### config.mk
export PLATFORM = sky130hd
export DESIGN_NAME = spi_qpi_cmd_front
export DESIGN_NICKNAME = d
export VERILOG_FILES = /design/src/rtl/flash_fe_pkg.sv /design/src/rtl/fe_sync.sv /design/src/rtl/fe_opcode_shifter.sv /design/src/rtl/fe_mode_ctrl.sv /design/src/rtl/spi_qpi_cmd_front.sv
export SDC_FILE = /design/constraint.sdc
export NUM_CORES = 1
export LEC_CHECK = 0
export CORE_MARGIN = 10
export CORE_UTILIZATION = 49
export CTS_CLUSTER_SIZE = 24
export DETAILED_ROUTE_END_ITERATION = 10
export HOLD_SLACK_MARGIN = 0.05
export PLACE_DENSITY_LB_ADDON = 0.05
export SLEW_MARGIN = 20
export SYNTH_ARGS = -nofsm -noshare
export SYNTH_HDL_FRONTEND = slang
export SYNTH_SLANG_ARGS = --single-unit
### constraint.sdc
create_clock -name clk_i -period 4.05 [get_ports clk_i]
set_clock_uncertainty 0.05 [all_clocks]
set_input_delay 0.405 -clock clk_i [delete_from_list [all_inputs] [get_ports clk_i]]
set_output_delay 0.405 -clock clk_i [all_outputs]
set_load 0.01 [all_outputs]
### src/rtl/flash_fe_pkg.sv
package flash_fe_pkg;
  localparam int unsigned OPC_W    = 8;
  localparam int unsigned LANES    = 4;
  localparam int unsigned CNT_W    = $clog2(OPC_W + 1);
  localparam logic [OPC_W-1:0] OPC_ENTER_QUAD = 8'h35;
  localparam logic [OPC_W-1:0] OPC_EXIT_QUAD  = 8'hF5;

  typedef enum logic {
    IF_SINGLE = 1'b0,
    IF_QUAD   = 1'b1
  } if_mode_e;
endpackage

### src/rtl/fe_sync.sv
module fe_sync #(
  parameter int unsigned W      = 1,
  parameter int unsigned STAGES = 2,
  parameter logic [W-1:0] RST_VAL = '0
) (
  input  logic         clk_i,
  input  logic         rst_ni,
  input  logic [W-1:0] d_i,
  output logic [W-1:0] q_o
);
  logic [W-1:0] stg [STAGES];

  for (genvar s = 0; s < STAGES; s++) begin : g_stage
    if (s == 0) begin : g_first
      always_ff @(posedge clk_i or negedge rst_ni) begin
        if (!rst_ni) stg[s] <= RST_VAL;
        else         stg[s] <= d_i;
      end
    end else begin : g_next
      always_ff @(posedge clk_i or negedge rst_ni) begin
        if (!rst_ni) stg[s] <= RST_VAL;
        else         stg[s] <= stg[s-1];
      end
    end
  end

  assign q_o = stg[STAGES-1];
endmodule

### src/rtl/fe_opcode_shifter.sv
module fe_opcode_shifter
  import flash_fe_pkg::*;
(
  input  logic             clk_i,
  input  logic             rst_ni,
  input  logic             sync_reset_i,
  input  logic             cs_n_s_i,
  input  logic             sck_s_i,
  input  logic [LANES-1:0] io_s_i,
  input  if_mode_e         mode_i,
  output logic             valid_o,
  output logic [OPC_W-1:0] opcode_o,
  output logic             cs_rise_o,
  output logic [CNT_W-1:0] bit_cnt_o
);
  logic             sck_q, cs_q;
  logic             sck_rise, done;
  logic [OPC_W-1:0] sreg, sreg_nx;
  logic [CNT_W-1:0] cnt, cnt_nx;

  always_ff @(posedge clk_i or negedge rst_ni) begin
    if (!rst_ni) begin
      sck_q <= 1'b0;
      cs_q  <= 1'b1;
    end else begin
      sck_q <= sck_s_i;
      cs_q  <= cs_n_s_i;
    end
  end

  // Rising edge qualified by CS low: SCK idle level is irrelevant.
  assign sck_rise  = sck_s_i & ~sck_q & ~cs_n_s_i;
  assign cs_rise_o = cs_n_s_i & ~cs_q;
  assign done      = (cnt == CNT_W'(OPC_W));

  always_comb begin
    if (mode_i == IF_QUAD) begin
      sreg_nx = {sreg[OPC_W-LANES-1:0], io_s_i};
      cnt_nx  = cnt + CNT_W'(LANES);
    end else begin
      sreg_nx = {sreg[OPC_W-2:0], io_s_i[0]};
      cnt_nx  = cnt + CNT_W'(1);
    end
  end

  always_ff @(posedge clk_i or negedge rst_ni) begin
    if (!rst_ni) begin
      cnt      <= '0;
      sreg     <= '0;
      valid_o  <= 1'b0;
      opcode_o <= '0;
    end else begin
      valid_o <= 1'b0;
      if (sync_reset_i || cs_n_s_i) begin
        cnt <= '0;
      end else if (sck_rise && !done) begin
        cnt  <= cnt_nx;
        sreg <= sreg_nx;
        if (cnt_nx == CNT_W'(OPC_W)) begin
          valid_o  <= 1'b1;
          opcode_o <= sreg_nx;
        end
      end
    end
  end

  assign bit_cnt_o = cnt;
endmodule

### src/rtl/fe_mode_ctrl.sv
module fe_mode_ctrl
  import flash_fe_pkg::*;
(
  input  logic             clk_i,
  input  logic             rst_ni,
  input  logic             sync_reset_i,
  input  logic             valid_i,
  input  logic [OPC_W-1:0] opcode_i,
  input  logic             cs_rise_i,
  output if_mode_e         mode_o,
  output logic             pend_enter_o,
  output logic             pend_exit_o
);
  always_ff @(posedge clk_i or negedge rst_ni) begin
    if (!rst_ni) begin
      mode_o       <= IF_SINGLE;
      pend_enter_o <= 1'b0;
      pend_exit_o  <= 1'b0;
    end else if (sync_reset_i) begin
      mode_o       <= IF_SINGLE;
      pend_enter_o <= 1'b0;
      pend_exit_o  <= 1'b0;
    end else if (cs_rise_i) begin
      if (pend_enter_o) mode_o <= IF_QUAD;
      if (pend_exit_o)  mode_o <= IF_SINGLE;
      pend_enter_o <= 1'b0;
      pend_exit_o  <= 1'b0;
    end else if (valid_i) begin
      // Switch code only arms when it changes the current mode.
      pend_enter_o <= (opcode_i == OPC_ENTER_QUAD) && (mode_o == IF_SINGLE);
      pend_exit_o  <= (opcode_i == OPC_EXIT_QUAD)  && (mode_o == IF_QUAD);
    end
  end
endmodule

### src/rtl/spi_qpi_cmd_front.sv
module spi_qpi_cmd_front
  import flash_fe_pkg::*;
#(
  parameter int unsigned SYNC_STAGES = 2
) (
  input  logic             clk_i,
  input  logic             rst_ni,
  input  logic             sync_reset_i,
  input  logic             cs_ni,
  input  logic             sck_i,
  input  logic [LANES-1:0] io_i,
  output logic             opcode_valid_o,
  output logic [OPC_W-1:0] opcode_o,
  output logic             qpi_mode_o
);
  logic             cs_n_s, sck_s;
  logic [LANES-1:0] io_s;
  logic             cs_rise;
  logic [CNT_W-1:0] bit_cnt;
  logic             pend_enter, pend_exit;
  if_mode_e         mode;

  fe_sync #(.W(1), .STAGES(SYNC_STAGES), .RST_VAL(1'b1)) u_sync_cs (
    .clk_i(clk_i), .rst_ni(rst_ni), .d_i(cs_ni), .q_o(cs_n_s)
  );
  fe_sync #(.W(1), .STAGES(SYNC_STAGES), .RST_VAL(1'b0)) u_sync_sck (
    .clk_i(clk_i), .rst_ni(rst_ni), .d_i(sck_i), .q_o(sck_s)
  );
  fe_sync #(.W(LANES), .STAGES(SYNC_STAGES), .RST_VAL('0)) u_sync_io (
    .clk_i(clk_i), .rst_ni(rst_ni), .d_i(io_i), .q_o(io_s)
  );

  fe_opcode_shifter u_shift (
    .clk_i       (clk_i),
    .rst_ni      (rst_ni),
    .sync_reset_i(sync_reset_i),
    .cs_n_s_i    (cs_n_s),
    .sck_s_i     (sck_s),
    .io_s_i      (io_s),
    .mode_i      (mode),
    .valid_o     (opcode_valid_o),
    .opcode_o    (opcode_o),
    .cs_rise_o   (cs_rise),
    .bit_cnt_o   (bit_cnt)
  );

  fe_mode_ctrl u_mode (
    .clk_i       (clk_i),
    .rst_ni      (rst_ni),
    .sync_reset_i(sync_reset_i),
    .valid_i     (opcode_valid_o),
    .opcode_i    (opcode_o),
    .cs_rise_i   (cs_rise),
    .mode_o      (mode),
    .pend_enter_o(pend_enter),
    .pend_exit_o (pend_exit)
  );

  assign qpi_mode_o = (mode == IF_QUAD);
endmodule

== Yosys cells after proc, flatten, opt, wreduce, memory -nomap -nowiden ==
Index checks and enable logic that the tools add are counted.
Word-level totals
  bits in registers: 37
  output and inout port bits: 10
  word-level logic and storage cells: 58
  bits of input ports: 9
Operators by class
  equality and inequality tests: 4
  muxes and demuxes: 17
  bitwise logic cells: 8
  reduce and logical (&&, ||, !) cells: 12
  add/sub/neg operators: 2
Operators by type and width (count)
  two-way mux 1 bit: 13
  two-way mux 4 bit: 3
  equality test 4 bit, second input constant: 2
  equality test 8 x 6 -> 1 bit, second input constant: 1
  equality test 8 bit, second input constant: 1
  two-way mux 8 bit: 1
  nonzero test 3 bit: 2
  inverter 1 bit: 5
  adder 4 x 1 -> 4 bit, second input constant: 1
  adder 4 x 3 -> 4 bit, second input constant: 1
  AND reduction 2 bit: 2
  nonzero test 2 bit: 2
  AND 1 bit: 3
  logical AND 1 bit: 3
  AND reduction 3 bit: 1
  logical NOT 1 bit: 1
  logical OR 1 bit: 1

== Logic depth before layout (Yosys ltp) ==
Gate-level depths: netlist of run 1.
  word-level depth: 6
  depth in mapped cells: 6
  mapped depth without buffers: 6

== Modules after synthesis ==
A second synthesis of run 1 with hierarchy kept.
Second synthesis, totals
  cells, all modules: 109
  area total of the unflattened synthesis: 1545.2 um^2
By module, submodules not included
  fe_opcode_shifter: area each 1054.8 um^2, sequential area each 551.8 um^2, cells an instance 78, times used 1
  fe_sync (u_sync_io): area each 230.2 um^2, sequential area each 200.2 um^2, cells an instance 12, times used 1
  fe_mode_ctrl: area each 157.7 um^2, sequential area each 75.1 um^2, cells an instance 15, times used 1
  fe_sync (u_sync_cs): area each 52.6 um^2, sequential area each 52.6 um^2, cells an instance 2, times used 1
  fe_sync (u_sync_sck): area each 50.0 um^2, sequential area each 50.0 um^2, cells an instance 2, times used 1

== Worst setup path before layout of run 1 ==
OpenSTA, ideal clock, no wires.
  path kind: flip-flop to flip-flop
  start: register u_shift.cnt[2] (netlist: u_shift.bit_cnt_o[2])
  end: register u_shift.opcode_o[0]
  buffers on the path: 1
  setup time: 0.125 ns
  data arrival time: 2.102 ns
  required time: 3.875 ns
  cell stages (with the launch flop): 7
  path slack: 1.774 ns
  clock period less this slack: 2.276 ns
  path through: dfrtp_1 -> inv_1 -> ha_1 -> a2111o_1 -> buf_6 -> a2111oi_4 -> mux2_2
Between the ends
  word-level cells in the longest chain between the ends: 4
  elaborated cells between the ends (all ways): 8
  classes of those cells: 2 x add/sub; 2 x eq/ne; 1 x mux; 3 x reduce/logical
Ends and longest elaborated chain
  start, declared: line fe_opcode_shifter.sv:19  | logic [CNT_W-1:0] cnt, cnt_nx;
  start signal, assigned: line fe_opcode_shifter.sv:57  | cnt <= cnt_nx;
  adder 4 x 1 -> 4 bit, or another cell as far along: line fe_opcode_shifter.sv:42  | cnt_nx = cnt + CNT_W'(1);
  two-way mux 4 bit / logical NOT 1 bit (equally long branches): line fe_opcode_shifter.sv:37, fe_opcode_shifter.sv:56
  equality test 4 bit / logical AND 1 bit (equally long branches): line fe_opcode_shifter.sv:59, fe_opcode_shifter.sv:56
  AND reduction 3 bit (no line) (*)
  end signal, assigned: line fe_opcode_shifter.sv:61  | opcode_o <= sreg_nx;
  end, declared: line fe_opcode_shifter.sv:12  | output logic [OPC_W-1:0] opcode_o,
Mark *: on every way between the ends. The rest lies on a longest branch, timed or not.
A chain may end at the register's enable or synchronous reset.

== Worst setup path after layout of run 1 ==
  start: register u_shift.cnt[2] (netlist: u_shift.bit_cnt_o[2])
  end: register u_shift.opcode_o[7]
The elaborated chain is that of the path after synthesis.

==> results of run 1 <==
-- through the flow --
step	total power (uW)	std cells
2_1_floorplan	457	106
3_3_place_gp	486	166
3_5_place_dp	488	166
4_1_cts	760	174
5_1_grt	787	174
6_report	749	174
-- layer usage --
layer	global-route usage (%)	wire length (um)
met1	11.5	1040
met2	15.9	1270
met3	5.47	214
met4	3.92	34
met5	0	0
-- cell usage after synthesis, types with 3 or more instances --
library cell	count	area [sq um]
dfrtp_1	34	851
mux2_2	22	248
inv_1	5	18.8
nor3_1	4	20.0
a21oi_1	3	15.0
dfstp_2	3	78.8
ha_1	3	37.5
nand3_1	3	15.0
xnor2_1	3	26.3
-- worst max-delay path, cell delays in order (launching register included) --
cell and delay (ns):
dfrtp_1 0.46, inv_1 0.07, ha_1 0.24, a2111o_1 0.59
a2111oi_4 0.67, mux2_2 0.40
-- worst max path at each step --
stage / slack [ns] / from / cells past startpoint / endpoint
after global placement: 1.34 / sync_reset_i / 4 / u_shift.opcode_o[3]
after detailed placement: 1.26 / sync_reset_i / 4 / u_shift.opcode_o[4]
after CTS: 1.42 / u_shift.bit_cnt_o[2] / 5 / u_shift.opcode_o[7]
final: 1.47 / u_shift.bit_cnt_o[2] / 5 / u_shift.opcode_o[7]
after global routing: 1.35 / u_shift.bit_cnt_o[2] / 5 / u_shift.opcode_o[7]
after floorplan: 1.77 / u_shift.bit_cnt_o[2] / 6 / u_shift.opcode_o[0]
-- state kept, by name, summed over array words and instances, names as in the netlist --
signal / cells
u_mode.pend_exit_o: 1
u_mode.mode_o: 1
u_shift.sreg: 7
u_shift.opcode_o: 8
u_sync_sck.stg: 1
u_shift.cs_q: 1
u_shift.valid_o: 1
u_mode.pend_enter_o: 1
u_sync_sck.q_o: 1
u_sync_cs.stg: 1
u_shift.sck_q: 1
u_shift.bit_cnt_o: 4
u_sync_cs.q_o: 1
u_sync_io.stg: 4
u_sync_io.q_o: 4
-- layout make-up --
type | count | area, sq um
timing repair buffer | 19 | 188
fill | 256 | 1190
inverter | 5 | 18.8
sequential | 37 | 930
multi-input combinational | 61 | 562
tap | 44 | 55.1
clock buffer | 6 | 51.3
clock inverter | 2 | 37.5
-- power by group through the flow --
| stage | Combinational, uW | Clock [uW] | Sequential (uW) |
|---|---|---|---|
| after floorplan | 43.8 | 0 | 413 |
| after global placement | 67.3 | 0 | 419 |
| after detailed placement | 68.2 | 0 | 420 |
| after CTS | 68.3 | 278 | 413 |
| after global routing | 73.8 | 297 | 416 |
| final | 66.1 | 270 | 412 |
-- cell families (layout without fill, tap and decap cells) --
| logic type | Yosys count | after routing | share of synthesized area [%] |
|---|---|---|---|
| flops | 37 | 37 | 60.8 |
| mux | 23 | 23 | 16.9 |
| simple gates | 18 | 18 | 7.28 |
| compound gates | 13 | 13 | 7.86 |
| buf+inv | 8 | 32 | 2.46 |
| xor+xnor | 4 | 4 | 2.29 |
| fa+ha+maj | 3 | 3 | 2.46 |
==> impl_metrics.yaml, run 1 <==
outcome:
  run_status: "complete, no violations"
pwr:
  p_per_area_mw_per_mm2: 406
  p_int_uw: 582
  p_sw_uw: 167
  worst_ir_drop_vdd_mv: 0.304
  clockPowerShare_pct: 36.1
  p_sw_share_pct: 22.3
  leakagePower_uw: 0.000780
  p_comb_share_pct: 8.8
  p_seq_share_pct: 55.1
yosys:
  synthFlopType: "dfrtp_1"
  ys_types: 31
  ys_seq_area_share_pct: 60.8
  synth_cells: 106
  synthArstFlopShare_pct: 100
  syn_avg_cell_area_sq_um: 14.4
  yosysWarnings: 0
  syn-cell-area_sq_mm: 0.00153
  ys_seq_elements: 37
  syn_nets: 118
  synth_edf_count: 0
drt:
  first_pass_iters: 5
  drt_iter0_drc: 65
  vias: 901
  drt-total-wl_mm: 2.56
  wl_per_cell_um: 14.7
  routed_via_density: 5.18
  ant_nets: 0
  drc_errors: 0
timing:
  rsz0062_at_grt: "no"
  fin_ws_ns: 1.47
  hold_viol_final: 0
  setup_viol: 0
  min_period_ns: 2.58
  fin_crit_sh_pct: 63.7
  hold_ws_ns: 0.309
  fmax_mhz: 387
  drv_slew: 0
  worstMarginPinSlew_ns: 0.798
  tns_ns: 0
  slew_headroom_pct: 45.4
clock_network:
  cts.clk_slew.worst_paths_ns: 0.11
  post_cts_buffers: 0
  insertion_delay_ns: 0.34
  cts_buffer_depth: 2
  h-tree-depth: 2
  post_cts_resized: 0
  cts_tree: "done"
  cts-root-buf: "clkbuf_4"
  cts_sinks: 37
  cts_hold_buf: 0
  numCtsBuffers: 5
hold_path:
  hold_class: "reg -> reg"
  min_path_cells: 0
  min_from: "u_sync_sck.stg[1]"
  whs_endpoint: "u_sync_sck.q_o"
worst_setup_path:
  r2r_end: "u_shift.opcode_o[7]"
  cp-start-kind: "flop"
  critPathMaxFanout: 9
  reg2reg_from: "u_shift.bit_cnt_o[2]"
  r2r_slack_ns: 1.47
  critPathRequiredTime_ns: 4.23
  reg2reg_depth: 5
  arrival_ns: 2.76
  cp-end-kind: "flop"
  path_class: "reg -> reg"
finish:
  nNetsFinal: 141
  diodes: 0
  layout-drive-gt1-share_pct: 28.5
  area_delta_synth_final_pct: 20.5
  final_area_sq_mm: 0.00184
  utilization_pct: 60.8
  final_common_cell: "dfrtp_1"
  final_cell_mix: "dfrtp_1 (34), mux2_2 (22), clkdlybuf4s50_1 (18)"
floorplanning:
  die_y_um: 75.9
  die_w_um: 75.9
  core.rowCount: 20
  coreArea_sq_mm: 0.00303
  io-pin-count: 19
  initial_core_util_pct: 50.5
  dieArea_sq_mm: 0.00575
grt:
  grt_pass1_wl_mm: 4.44
  grt_max_degree: 38
  antenna_found_initial: 0
  grt-ovfl-total: 0
  grtUsageTotal_pct: 10.2
  grt_pass1_vias: 984
placement:
  gp_congestion: 0.772
  port_buffers: 18
  dpl_cell_area_sq_mm: 0.00175
  dpl.hpwl_mm: 1.85
  dp_slack_ns: 1.26
job:
  maxCapViolations: 0
No activity file was read; power rests on OpenSTA's default activity.
==> run 2: changes to the inputs <==
==> constraint.sdc (replaced) <==
create_clock -name clk_i -period 2.5 [get_ports clk_i]
set_clock_uncertainty 0.05 [all_clocks]
set_input_delay 0.25 -clock clk_i [delete_from_list [all_inputs] [get_ports clk_i]]
set_output_delay 0.25 -clock clk_i [all_outputs]
set_load 0.01 [all_outputs]
==> impl_metrics.yaml, run 2 (synthesis gave the netlist of run 1 again) <==
floorplanning:
  core.rowCount: 20
  initial_core_util_pct: 50.5
  die_y_um: 75.9
  io-pin-count: 19
  coreArea_sq_mm: 0.00303
  dieArea_sq_mm: 0.00575
  die_w_um: 75.9
grt:
  grt-ovfl-total: 0
  antenna_found_initial: 0
  grt_max_degree: 38
  grtUsageTotal_pct: 10.6
  grt_pass1_vias: 1024
  grt_pass1_wl_mm: 4.62
worst_setup_path:
  cp-end-kind: "flop"
  cp-start-kind: "flop"
  path_class: "reg -> reg"
  slowest_stage: "a2111o_1"
  max_stage_delay_ns: 0.47
  arrival_ns: 2.38
  critPathMaxFanout: 9
  critPathRequiredTime_ns: 2.68
  path_cells: "inv_1 -> ha_1 -> a2111o_1 -> a2111oi_4 -> buf_4 -> mux2_2"
placement:
  dp_slack_ns: 0.319
  dpl_cell_area_sq_mm: 0.00179
  placedCellCount: 171
  gp_congestion: 0.859
  dpl.hpwl_mm: 1.95
  port_buffers: 18
timing:
  fmax_mhz: 454
  fin_ws_ns: 0.297
  tns_ns: 0
  hold_viol_final: 0
  drv_slew: 0
  worstMarginPinSlew_ns: 0.545
  slew_headroom_pct: 62.8
  min_period_ns: 2.20
  setup_viol: 0
  hold_ws_ns: 0.263
  fin_crit_sh_pct: 88.1
  rsz0062_at_grt: "no"
finish:
  largest_reg_flops: 8
  fill_cells: 259
  final_area_sq_mm: 0.00184
  final_cell_mix: "dfrtp_1 (34), mux2_2 (22), clkdlybuf4s50_1 (18)"
  regMostFlops: "u_shift.opcode_o"
  layout-drive-gt1-share_pct: 30.4
  largestRegisters: "u_shift.opcode_o: 8 flops, u_shift.sreg: 7 flops"
  diodes: 0
  area_delta_synth_final_pct: 20.5
  post_layout_nonfiller_instances: 179
  final_common_cell: "dfrtp_1"
  nNetsFinal: 146
drt:
  dr_wl_met3_um: 169
  wl_met1_mm: 1.13
  drt-total-wl_mm: 2.67
  routed_via_density: 5.12
  ant_nets: 0
  wl_per_cell_um: 14.9
  vias: 916
  drt_iter0_drc: 31
  first_pass_iters: 4
  dr_wl_met2_mm: 1.33
  drc_errors: 0
  highest_layer: "met4"
outcome:
  run_status: "complete, no violations"
clock_network:
  cts_sinks: 37
  h-tree-depth: 2
  post_cts_buffers: 0
  cts_buffer_depth: 2
  cts-root-buf: "clkbuf_4"
  cts.clk_slew.worst_paths_ns: 0.11
  insertion_delay_ns: 0.33
  post_cts_resized: 0
  cts_hold_buf: 0
  cts_tree: "done"
  numCtsBuffers: 5
pwr:
  worst_ir_drop_vdd_mv: 0.450
  leakagePower_uw: 0.000792
  p_per_area_mw_per_mm2: 583
hold_path:
  hold_class: "in -> async"
job:
  maxCapViolations: 0
-- run 2: cell types whose count changed in the layout (fill, tap and decap cells not counted) --
| cell | delta |
|---|---|
| clkinv_2 | +2 |
| buf_4 | +5 |
| clkbuf_1 | +1 |
| clkinvlp_4 | -1 |
| bufinv_16 | -1 |
| clkbuf_8 | -1 |
-- run 2: area by class of cell --
cell class | instances | area [sq um] | area share [%]
clock buffer | 6 | 41.3 | 2.24
clock inverter | 2 | 10.0 | 0.543
inverter | 5 | 18.8 | 1.02
multi-input combinational | 61 | 562 | 30.5
sequential | 37 | 930 | 50.5
tap | 44 | 55.1 | 2.99
timing repair buffer | 24 | 225 | 12.2
-- run 2: path summary, 6_finish.rpt --
kind / start / to / slack, ns / depth (start not counted)
max in group asynchronous: rst_ni / u_shift.cs_q / 1.79 / 2
min in group clk_i: cs_ni / u_sync_cs.stg[1] / 0.29 / 1
max reg2reg: u_shift.bit_cnt_o[2] / u_shift.opcode_o[2] / 0.30 / 6
min: rst_ni / u_shift.bit_cnt_o[1] / 0.26 / 2
max: u_shift.bit_cnt_o[2] / u_shift.opcode_o[2] / 0.30 / 6
min reg2reg: u_sync_io.stg[5] / u_sync_io.q_o[1] / 0.31 / 0
-- run 2: stage by stage --
stage	utilization, %	total power [uW]
3_3_place_gp	59.1	788
4_1_cts	60.8	1090
6_report	60.8	1070
5_1_grt	60.8	1130
3_5_place_dp	59.1	792
2_1_floorplan	-	741
-- run 2: worst max-delay path, delay by kind of cell, from the launching register on --
kind | cells | cell delay [ns]
flip-flops | 1 | 0.44
adder cells (fa/ha/maj) | 1 | 0.23
buffers and inverters | 2 | 0.29
AO/OA/AOI/OAI | 2 | 0.74
multiplexers | 1 | 0.35
-- run 2: routing by layer --
layer / global-route usage, % / vias to the layer above
met4: 4.74 / 0
li1: - / 437
met3: 4.43 / 6
met5: 0 / -
met1: 11.6 / 451
met2: 17.5 / 22
-- run 2: where the power goes --
part | leakage, uW | internal, uW | total (uW) | switching [uW]
Combinational | 0.000286 | 64.9 | 109 | 44.1
Clock | 0.0000320 | 107 | 295 | 188
Sequential | 0.000475 | 642 | 670 | 28.0
Total | 0.000792 | 814 | 1070 | 260
==> run 3: changes to the inputs <==
--- a/config.mk
+++ b/config.mk
@@ -7,8 +7,10 @@
 export LEC_CHECK = 0
 export CORE_MARGIN = 10
 export CORE_UTILIZATION = 49
+export CTS_CLUSTER_DIAMETER = 200
 export CTS_CLUSTER_SIZE = 24
 export DETAILED_ROUTE_END_ITERATION = 10
+export GPL_ROUTABILITY_DRIVEN = 1
 export HOLD_SLACK_MARGIN = 0.05
 export PLACE_DENSITY_LB_ADDON = 0.05
 export SLEW_MARGIN = 20
==> results of run 3 <==
No change in the layout: final DEF, timing and power equal those of run 2.
